File: src/rtl/clkctl_pkg.sv
package clkctl_pkg;
  localparam int DIV_SEL_W = 2;
  localparam int NUM_CH    = 3;
  localparam int CH_MAIN   = 0;
  localparam int CH_SUB    = 1;
  localparam int CH_AUX    = 2;

  // field positions decoded from the control words
  localparam int W1_MAIN_SRC = 7;
  localparam int W1_MAIN_DIV = 4;
  localparam int W1_SUB_SRC  = 3;
  localparam int W1_SUB_DIV  = 1;
  localparam int W0_AUX_DIV  = 4;

  typedef struct packed {
    logic                 main_lf;
    logic [DIV_SEL_W-1:0] main_div;
    logic                 sub_lf;
    logic [DIV_SEL_W-1:0] sub_div;
    logic [DIV_SEL_W-1:0] aux_div;
  } clk_cfg_t;
endpackage

File: src/rtl/clkctl_regs.sv
module clkctl_regs
  import clkctl_pkg::*;
#(
  parameter int DATA_W = 8
) (
  input  logic              clk,
  input  logic              rst,
  input  logic              wr_en,
  input  logic              wr_addr,
  input  logic [DATA_W-1:0] wr_data,
  output clk_cfg_t          cfg_o
);
  clk_cfg_t cfg_q;

  always_ff @(posedge clk) begin
    if (rst) begin
      cfg_q <= '0;
    end else if (wr_en) begin
      if (wr_addr) begin
        cfg_q.main_lf  <= wr_data[W1_MAIN_SRC];
        cfg_q.main_div <= wr_data[W1_MAIN_DIV +: DIV_SEL_W];
        cfg_q.sub_lf   <= wr_data[W1_SUB_SRC];
        cfg_q.sub_div  <= wr_data[W1_SUB_DIV +: DIV_SEL_W];
      end else begin
        cfg_q.aux_div  <= wr_data[W0_AUX_DIV +: DIV_SEL_W];
      end
    end
  end

  // bits without a field are deliberately dropped
  logic unused_wdata;
  assign unused_wdata = ^{wr_data[6], wr_data[0], wr_data[DATA_W-1:6], wr_data[3:0]};

  assign cfg_o = cfg_q;

  AST_CFG_HOLD: assert property (@(posedge clk) disable iff (rst)
    !wr_en |=> $stable(cfg_q));
endmodule

File: src/rtl/clkctl_lpm.sv
module clkctl_lpm #(
  parameter bit ENABLE_SCG0 = 1'b1
) (
  input  logic clk,
  input  logic rst,
  input  logic cpu_off_i,
  input  logic scg0_i,
  input  logic scg1_i,
  input  logic osc_off_i,
  input  logic irq_i,
  input  logic wake_i,
  output logic run_main_o,
  output logic run_sub_o,
  output logic run_aux_o,
  output logic fast_en_o,
  output logic lf_en_o
);
  logic wake_any;
  logic fast_en_d;
  logic fast_en_q;
  logic lf_en_q;

  assign wake_any   = irq_i | wake_i;
  assign run_main_o = !cpu_off_i || wake_any;
  assign run_sub_o  = !scg1_i;
  assign run_aux_o  = !osc_off_i;

  generate
    if (ENABLE_SCG0) begin : g_scg0
      assign fast_en_d = !(scg0_i && !wake_any);
      AST_FAST_SLEEP: assert property (@(posedge clk) disable iff (rst)
        (scg0_i && !wake_any) |=> !fast_en_o);
    end else begin : g_no_scg0
      assign fast_en_d = 1'b1;
      logic unused_scg0;
      assign unused_scg0 = scg0_i;
      AST_FAST_KEPT: assert property (@(posedge clk) disable iff (rst)
        scg0_i |=> fast_en_o);
    end
  endgenerate

  always_ff @(posedge clk) begin
    if (rst) begin
      fast_en_q <= 1'b1;
      lf_en_q   <= 1'b1;
    end else begin
      fast_en_q <= fast_en_d;
      lf_en_q   <= !osc_off_i;
    end
  end

  assign fast_en_o = fast_en_q;
  assign lf_en_o   = lf_en_q;

  AST_WAKE_FAST: assert property (@(posedge clk) disable iff (rst)
    wake_any |=> fast_en_o);
  AST_LF_SLEEP: assert property (@(posedge clk) disable iff (rst)
    osc_off_i |=> !lf_en_o);
endmodule

File: src/rtl/clkctl_div.sv
module clkctl_div #(
  parameter int SEL_W = 2
) (
  input  logic             clk,
  input  logic             rst,
  input  logic             src_tick_i,
  input  logic             run_i,
  input  logic [SEL_W-1:0] sel_i,
  output logic             ce_o
);
  localparam int CNT_W = (1 << SEL_W) - 1;

  logic [CNT_W-1:0] cnt_q;
  logic [CNT_W-1:0] mask_q;
  logic [CNT_W-1:0] mask_d;
  logic             tick;
  logic             ce_q;

  always_comb begin
    mask_d = '0;
    for (int b = 0; b < CNT_W; b++) begin
      if (b < int'(sel_i)) mask_d[b] = 1'b1;
    end
  end

  assign tick = src_tick_i && run_i;

  // the ratio is loaded only when a pulse leaves, never mid-period
  always_ff @(posedge clk) begin
    if (rst) begin
      cnt_q  <= '0;
      mask_q <= '0;
      ce_q   <= 1'b0;
    end else begin
      ce_q <= 1'b0;
      if (tick) begin
        if (cnt_q == mask_q) begin
          ce_q   <= 1'b1;
          cnt_q  <= '0;
          mask_q <= mask_d;
        end else begin
          cnt_q <= cnt_q + 1'b1;
        end
      end
    end
  end

  assign ce_o = ce_q;

  AST_PULSE_SOURCE: assert property (@(posedge clk) disable iff (rst)
    ce_q |-> $past(src_tick_i && run_i));
  AST_NO_SHORT_GAP: assert property (@(posedge clk) disable iff (rst)
    (ce_q && mask_q != '0) |=> !ce_q);
endmodule

File: src/rtl/clk_en_ctrl.sv
module clk_en_ctrl
  import clkctl_pkg::*;
#(
  parameter bit ENABLE_SCG0 = 1'b1,
  parameter int DATA_W      = 8
) (
  input  logic              clk,
  input  logic              rst,
  input  logic              reg_wr,
  input  logic              reg_addr,
  input  logic [DATA_W-1:0] reg_wdata,
  input  logic              lf_tick,
  input  logic              cpu_off,
  input  logic              scg0,
  input  logic              scg1,
  input  logic              osc_off,
  input  logic              irq_req,
  input  logic              wakeup_req,
  output logic              main_ce,
  output logic              sub_ce,
  output logic              aux_ce,
  output logic              fast_osc_en,
  output logic              lf_osc_en
);
  clk_cfg_t             cfg;
  logic                 run_main, run_sub, run_aux;
  logic                 fast_en, lf_en;
  logic                 fast_src, lf_src;
  logic [NUM_CH-1:0]    ch_tick;
  logic [NUM_CH-1:0]    ch_run;
  logic [DIV_SEL_W-1:0] ch_sel [NUM_CH];
  logic [NUM_CH-1:0]    ch_ce;

  clkctl_regs #(.DATA_W(DATA_W)) u_regs (
    .clk     (clk),
    .rst     (rst),
    .wr_en   (reg_wr),
    .wr_addr (reg_addr),
    .wr_data (reg_wdata),
    .cfg_o   (cfg)
  );

  clkctl_lpm #(.ENABLE_SCG0(ENABLE_SCG0)) u_lpm (
    .clk        (clk),
    .rst        (rst),
    .cpu_off_i  (cpu_off),
    .scg0_i     (scg0),
    .scg1_i     (scg1),
    .osc_off_i  (osc_off),
    .irq_i      (irq_req),
    .wake_i     (wakeup_req),
    .run_main_o (run_main),
    .run_sub_o  (run_sub),
    .run_aux_o  (run_aux),
    .fast_en_o  (fast_en),
    .lf_en_o    (lf_en)
  );

  assign fast_src = fast_en;
  assign lf_src   = lf_tick && lf_en;

  always_comb begin
    ch_tick[CH_MAIN] = cfg.main_lf ? lf_src : fast_src;
    ch_tick[CH_SUB]  = cfg.sub_lf  ? lf_src : fast_src;
    ch_tick[CH_AUX]  = lf_src;
    ch_run[CH_MAIN]  = run_main;
    ch_run[CH_SUB]   = run_sub;
    ch_run[CH_AUX]   = run_aux;
    ch_sel[CH_MAIN]  = cfg.main_div;
    ch_sel[CH_SUB]   = cfg.sub_div;
    ch_sel[CH_AUX]   = cfg.aux_div;
  end

  generate
    for (genvar g = 0; g < NUM_CH; g++) begin : g_ch
      clkctl_div #(.SEL_W(DIV_SEL_W)) u_div (
        .clk        (clk),
        .rst        (rst),
        .src_tick_i (ch_tick[g]),
        .run_i      (ch_run[g]),
        .sel_i      (ch_sel[g]),
        .ce_o       (ch_ce[g])
      );
    end
  endgenerate

  assign main_ce     = ch_ce[CH_MAIN];
  assign sub_ce      = ch_ce[CH_SUB];
  assign aux_ce      = ch_ce[CH_AUX];
  assign fast_osc_en = fast_en;
  assign lf_osc_en   = lf_en;

  AST_RESET_QUIET: assert property (@(posedge clk)
    rst |=> (!main_ce && !sub_ce && !aux_ce && fast_osc_en && lf_osc_en));
  AST_MAIN_HALT: assert property (@(posedge clk) disable iff (rst)
    (cpu_off && !irq_req && !wakeup_req) |=> !main_ce);
  AST_SUB_HALT: assert property (@(posedge clk) disable iff (rst)
    scg1 |=> !sub_ce);
  AST_AUX_HALT: assert property (@(posedge clk) disable iff (rst)
    osc_off |=> !aux_ce);
  AST_AUX_FROM_LF: assert property (@(posedge clk) disable iff (rst)
    aux_ce |-> $past(lf_tick));
endmodule

File: config.mk
export PLATFORM = sky130hd
export DESIGN_NAME = clk_en_ctrl
export DESIGN_NICKNAME = d
export VERILOG_FILES = /design/src/rtl/clkctl_pkg.sv /design/src/rtl/clkctl_regs.sv /design/src/rtl/clkctl_lpm.sv /design/src/rtl/clkctl_div.sv /design/src/rtl/clk_en_ctrl.sv
export SDC_FILE = /design/constraint.sdc
export NUM_CORES = 1
export LEC_CHECK = 0
export BUFFER_PORTS_ARGS = -buffer_cell sky130_fd_sc_hd__buf_4
export CORE_MARGIN = 2
export CORE_UTILIZATION = 35
export DETAILED_ROUTE_END_ITERATION = 12
export PLACE_DENSITY = 0.68
export SETUP_SLACK_MARGIN = 0.4
export SYNTH_ARGS = -nofsm -noshare
export SYNTH_HDL_FRONTEND = slang
export SYNTH_SLANG_ARGS = --single-unit
File: constraint.sdc
create_clock -name clk -period 1.2 [get_ports clk]
set_clock_uncertainty 0.05 [all_clocks]
set_input_delay 0.06 -clock clk [delete_from_list [all_inputs] [get_ports clk]]
set_output_delay 0.06 -clock clk [all_outputs]
set_load 0.03 [all_outputs]
Word-level counts from Yosys, hierarchy flattened. Index checks and enable logic that the tools add are counted. Widths: inputs -> output; s select.

Register bits: 31. Input port bits: 19. Logic and storage cells: 72.

$add $sub $neg: 3. Order comparisons: 9. Eq/ne operators: 3. Muxes and demuxes: 17. Bitwise gates (word level): 5. Reductions and logical operators: 19.

Operators with widths (number): $mux 1 (14); $lt 1x2->1 const A (6); $reduce_and 2->1 (5); $add 3x1->3 const B (3); $eq 3x3->1 (3); $mux 3 (3); $lt 2x2->1 const A (3); $reduce_or 2->1 (3); $logic_and 1x1->1 (5); $logic_not 1->1 (5); $not 1->1 (4); $logic_or 1x1->1 (1); $or 1x1->1 (1).

Depth between registers and ports, before layout.
Depth after elaboration: 5. Gate-level depth with buffers: 5.

By module. Synthesis repeated with hierarchy kept, for this count alone.

Cells, all modules: 165. Area total of the unflattened synthesis: 1654.1 sq um.

Modules (own cells, without submodules): clkctl_div (instances 3, cells each 40, area each 391.6 sq um, sequential area each 140.1 sq um); clkctl_regs (instances 1, cells each 35, area each 367.9 sq um, sequential area each 160.2 sq um); clkctl_lpm (instances 1, cells each 7, area each 72.6 sq um, sequential area each 40.0 sq um); clk_en_ctrl (instances 1, cells each 3, area each 38.8 sq um, sequential area each 0.0 sq um).

Least setup slack after synthesis. Ideal clock, no wire load.

Path kind: reg-to-reg. Start: register u_lpm.lf_en_q, in the netlist u_lpm.lf_en_o. End: register g_ch[1].u_div.cnt_q[0]. Data arrival time: 1.381 ns. Required time: 1.079 ns. Path slack: -0.302 ns. Cell stages (with the launch flop): 5. Path buffers: 0. Cells stage by stage: dfxtp_1 > nand3_1 > a21o_1 > or3_1 > a21oi_1.

Word-level cells in the longest chain between the ends: 3.

RTL lines: start: declaration (line clkctl_lpm.sv:21) `logic lf_en_q;`; start signal: assignment (line clkctl_lpm.sv:48) `lf_en_q <= !osc_off_i;`; $logic_and 1x1->1 (line clk_en_ctrl.sv:60) `assign lf_src = lf_tick && lf_en;`; $mux 1 (line clk_en_ctrl.sv:64) `ch_tick[CH_SUB] = cfg.sub_lf ? lf_src : fast_src;`; $logic_and 1x1->1 (line clkctl_div.sv:26) `assign tick = src_tick_i && run_i;`; end signal: assignment (line clkctl_div.sv:42) `cnt_q <= cnt_q + 1'b1;`; end: declaration (line clkctl_div.sv:13) `logic [CNT_W-1:0] cnt_q;`.

Every way passes these cells. A chain may end at the register's enable or synchronous reset.

Worst setup path in the final report.
Start: register g_ch[1].u_div.mask_q[1]. End: register g_ch[1].u_div.cnt_q[0].

Word-level cells in the longest chain between the ends: 2.

RTL lines: start: declaration (line clkctl_div.sv:14) `logic [CNT_W-1:0] mask_q;`; start signal: assignment (line clkctl_div.sv:40) `mask_q <= mask_d;`; $eq 3x3->1 (line clkctl_div.sv:37) `if (cnt_q == mask_q) begin`; $mux 3 (line clkctl_div.sv:37).

Every way passes these cells.

==> impl_metrics.csv <==
group,metric,value,unit
status,outcome,"finished with violations",
status,violations,"hold timing, setup timing",
clock_tree,clock_latency,290,ps
floorplanning,initial_core_util,36.0,%
setup_path,arrival,1520,ps
logic_synthesis,synthCells,160,
worst_hold_path,hp-start,"irq_req",
setup_path,endpoint_kind,"register",
worst_hold_path,hp-class,"in2reg",
placement,gp_congestion,0.735,
sta,fin_crit_sh,112,%
routing,ant_nets,0,
layout,drive_above_1_share,59.3,%
worst_hold_path,whs_endpoint,"u_lpm.fast_en_o",
placement,portBuffers,21,
logic_synthesis,synth_fp_nets,182,
sta,finalHoldViolations,1,
logic_synthesis,yosysWarnings,0,
clock_tree,clockBufferDepth,2,
layout,nFillCells,297,
layout,final_cell_mix,"buf_4 (31), buf_6 (16), dfxtp_2 (15)",
clock_tree,numCtsBuffers,5,
sta,setup_ws,-145,ps
placement,dp_hpwl,2.10,mm
logic_synthesis,synth_edf_count,0,
floorplanning,rows,23,
setup_path,cp-start-kind,"register",
logic_synthesis,synth_cell_type_count,43,
routing,wl_per_cell,14.4,um
floorplanning,dieHeight,67.6,um
placement,dp_slack,-109,ps
layout,final_core_util,61.0,%
setup_path,critPathMaxStageDelay,370,ps
routing,viasPerCell,5.13,
logic_synthesis,ys_ff_latch,31,
floorplanning,coreArea,0.00394,sq mm
sta,hold_ws,-31.9,ps
grt,grt_util_all_layers,15.5,%
floorplanning,dieWidth,67.6,um
clock_tree,cts_root_buf,"clkbuf_8",
sta,rsz0062_at_grt,"true",
sta,relSlewSlack,77.4,%
grt,antenna_found_initial,0,
logic_synthesis,synth_area,0.00142,sq mm
layout,fin_nets,235,
power,p_leak,0.884,nW
clock_tree,htreeDepth,2,
sta,fmax,0.743,GHz
job,maxCapViolations,0,
setup_path,slowest_stage,"or3_4",
logic_synthesis,async_flop_share,0,%
setup_path,critPathTopFamily,"simple AND/OR/NAND/NOR gates",
routing,vias,1354,
clock_tree,hold_buffers,6,
setup_path,reg2reg_depth,4,
routing,drcViolationCount,0,
grt,grt_pass1_wl,5.35,mm
logic_synthesis,ys_seq_area_share,43.8,%
layout,fin_cells,264,
setup_path,r2r_end,"g_ch[1].u_div.cnt_q[0]",
routing,drt_iter0_markers,39,
setup_path,startpoint,"g_ch[1].u_div.mask_q[1]",
setup_path,path_max_fanout,3,
clock_tree,tritoncts,"yes",
placement,dp.cells,240,
layout,num_antenna_cells,0,
grt,grt_pass1_vias,1206,
worst_hold_path,hold_path_depth,3,
power,ir_drop,814,uV
power,finalPower,3.24,mW
layout,area_delta_synth_final,69.6,%
logic_synthesis,avgSynthCellArea,8.86,sq um
floorplanning,ios,24,
setup_path,regToRegStartpoint,"g_ch[1].u_div.mask_q[1]",
grt,grt_max_degree,25,
floorplanning,die_area,0.00458,sq mm
sta,layout_min_cycle_time,1350,ps
power,power_density,1350,mW/mm^2
clock_tree,cts.sinks,31,
sta,worstMarginPinSlew,338,ps
setup_path,critPathKind,"reg2reg",
clock_tree,clk_pin_slew_worst_paths,70,ps
setup_path,required,1370,ps
setup_path,crit_chain,"xnor2_4 > and3_4 > or3_4 > a21oi_2",
setup_path,worst-path-buf-inv,0,
setup_path,rrSetupSlack,-150,ps
layout,layout_commonest_cell,"buf_4",
routing,routed_wirelength,3.80,mm
grt,overflow,0,
sta,maxSlewViolCount,0,
sta,finalSetupViolCount,12,
logic_synthesis,synth_ff_type,"dfxtp_1",
routing,first_pass_iters,4,
==> flip-flops by register name, indices dropped and copies added, names as in the netlist <==
register           count
g_ch.u_div.ce_o        3
u_regs.cfg_o           8
u_lpm.fast_en_o        1
u_lpm.lf_en_o          1
g_ch.u_div.mask_q      9
g_ch.u_div.cnt_q       9
==> cell type report <==
cell class                      instances  area [sq um]  share of cell area [%]
Clock buffer                            6          82.6                    3.43
Sequential cell                        31           677                    28.1
Multi-Input combinational cell        121          1070                    44.5
Timing Repair Buffer                   53           473                    19.7
Clock inverter                          2          35.0                    1.46
Tap cell                               50          62.6                    2.60
Inverter                                1          3.75                   0.156
==> tightest hold or removal path, stage by stage <==
cell	delay, ps
buf_4	70
nor2_1	40
nand3b_1	90
==> through the flow <==
step / TNS, ps / area (sq um)
after detailed placement: -681 / 1790
after CTS: -574 / 2160
after global routing: -1600 / 2400
after floorplan: -177 / 1490
after global placement: -552 / 1790
final: -745 / 2400
==> layer usage <==
layer	share of wire (%)	track usage, %	vias up	wire length [um]
met2	53	26.3	30	2030
met3	2.9	4.50	5	111
met1	42	19.2	637	1600
met5	0	0	-	0
met4	1.4	3.83	0	55
li1	-	-	682	-
==> logic make-up (layout without fill, tap and decap cells) <==
logic type / count (synthesis) / count (layout) / share of synthesized area, %
compound gates: 36 / 36 / 15.8
xor+xnor: 9 / 9 / 5.56
simple gates: 72 / 72 / 29.0
mux: 1 / 1 / 0.706
fa+ha+maj: 3 / 3 / 2.65
flops: 31 / 31 / 43.8
buf+inv: 8 / 62 / 2.56
==> synth_stat cells, types with 2 or more instances <==
library cell	n	share of area, %
nand3_1	15	5.3
ha_1	3	2.6
o21ai_0	7	2.5
nor3_1	2	0.71
dfxtp_1	31	44
nor2b_1	2	0.88
xor2_1	3	1.9
nand3b_1	5	2.6
clkbuf_1	3	0.79
nand2_1	15	4.0
or3b_2	2	1.2
nor2_1	9	2.4
o31ai_1	2	1.1
a21oi_1	18	6.4
nand2b_1	9	4.0
xnor2_1	6	3.7
buf_2	2	0.71
==> worst max-delay path by stage <==
stage                                   end  slack (ps)  cells past startpoint
finish               g_ch[1].u_div.cnt_q[0]        -150                      4
global route        g_ch[0].u_div.mask_q[1]        -170                      5
CTS                  g_ch[0].u_div.cnt_q[2]        -100                      4
detailed placement   g_ch[0].u_div.cnt_q[2]        -110                      4
global placement     g_ch[0].u_div.cnt_q[2]         -70                      4
floorplan            g_ch[0].u_div.cnt_q[2]         -50                      4
==> timing repair <==
item,CTS,global route
gates resized for setup,45,44
gates cloned,0,0
setup endpoints to repair,26,27
pin swaps,20,19
endpoints found under the hold margin,11,1
setup buffers,4,6
==> where the power goes <==
group	switching [mW]	total (mW)	internal, mW
clock	0.412	1.08	0.672
combinational	0.441	0.950	0.508
sequential	0.0856	1.21	1.12
total	0.939	3.24	2.30
(Power assumes the default switching activity.)
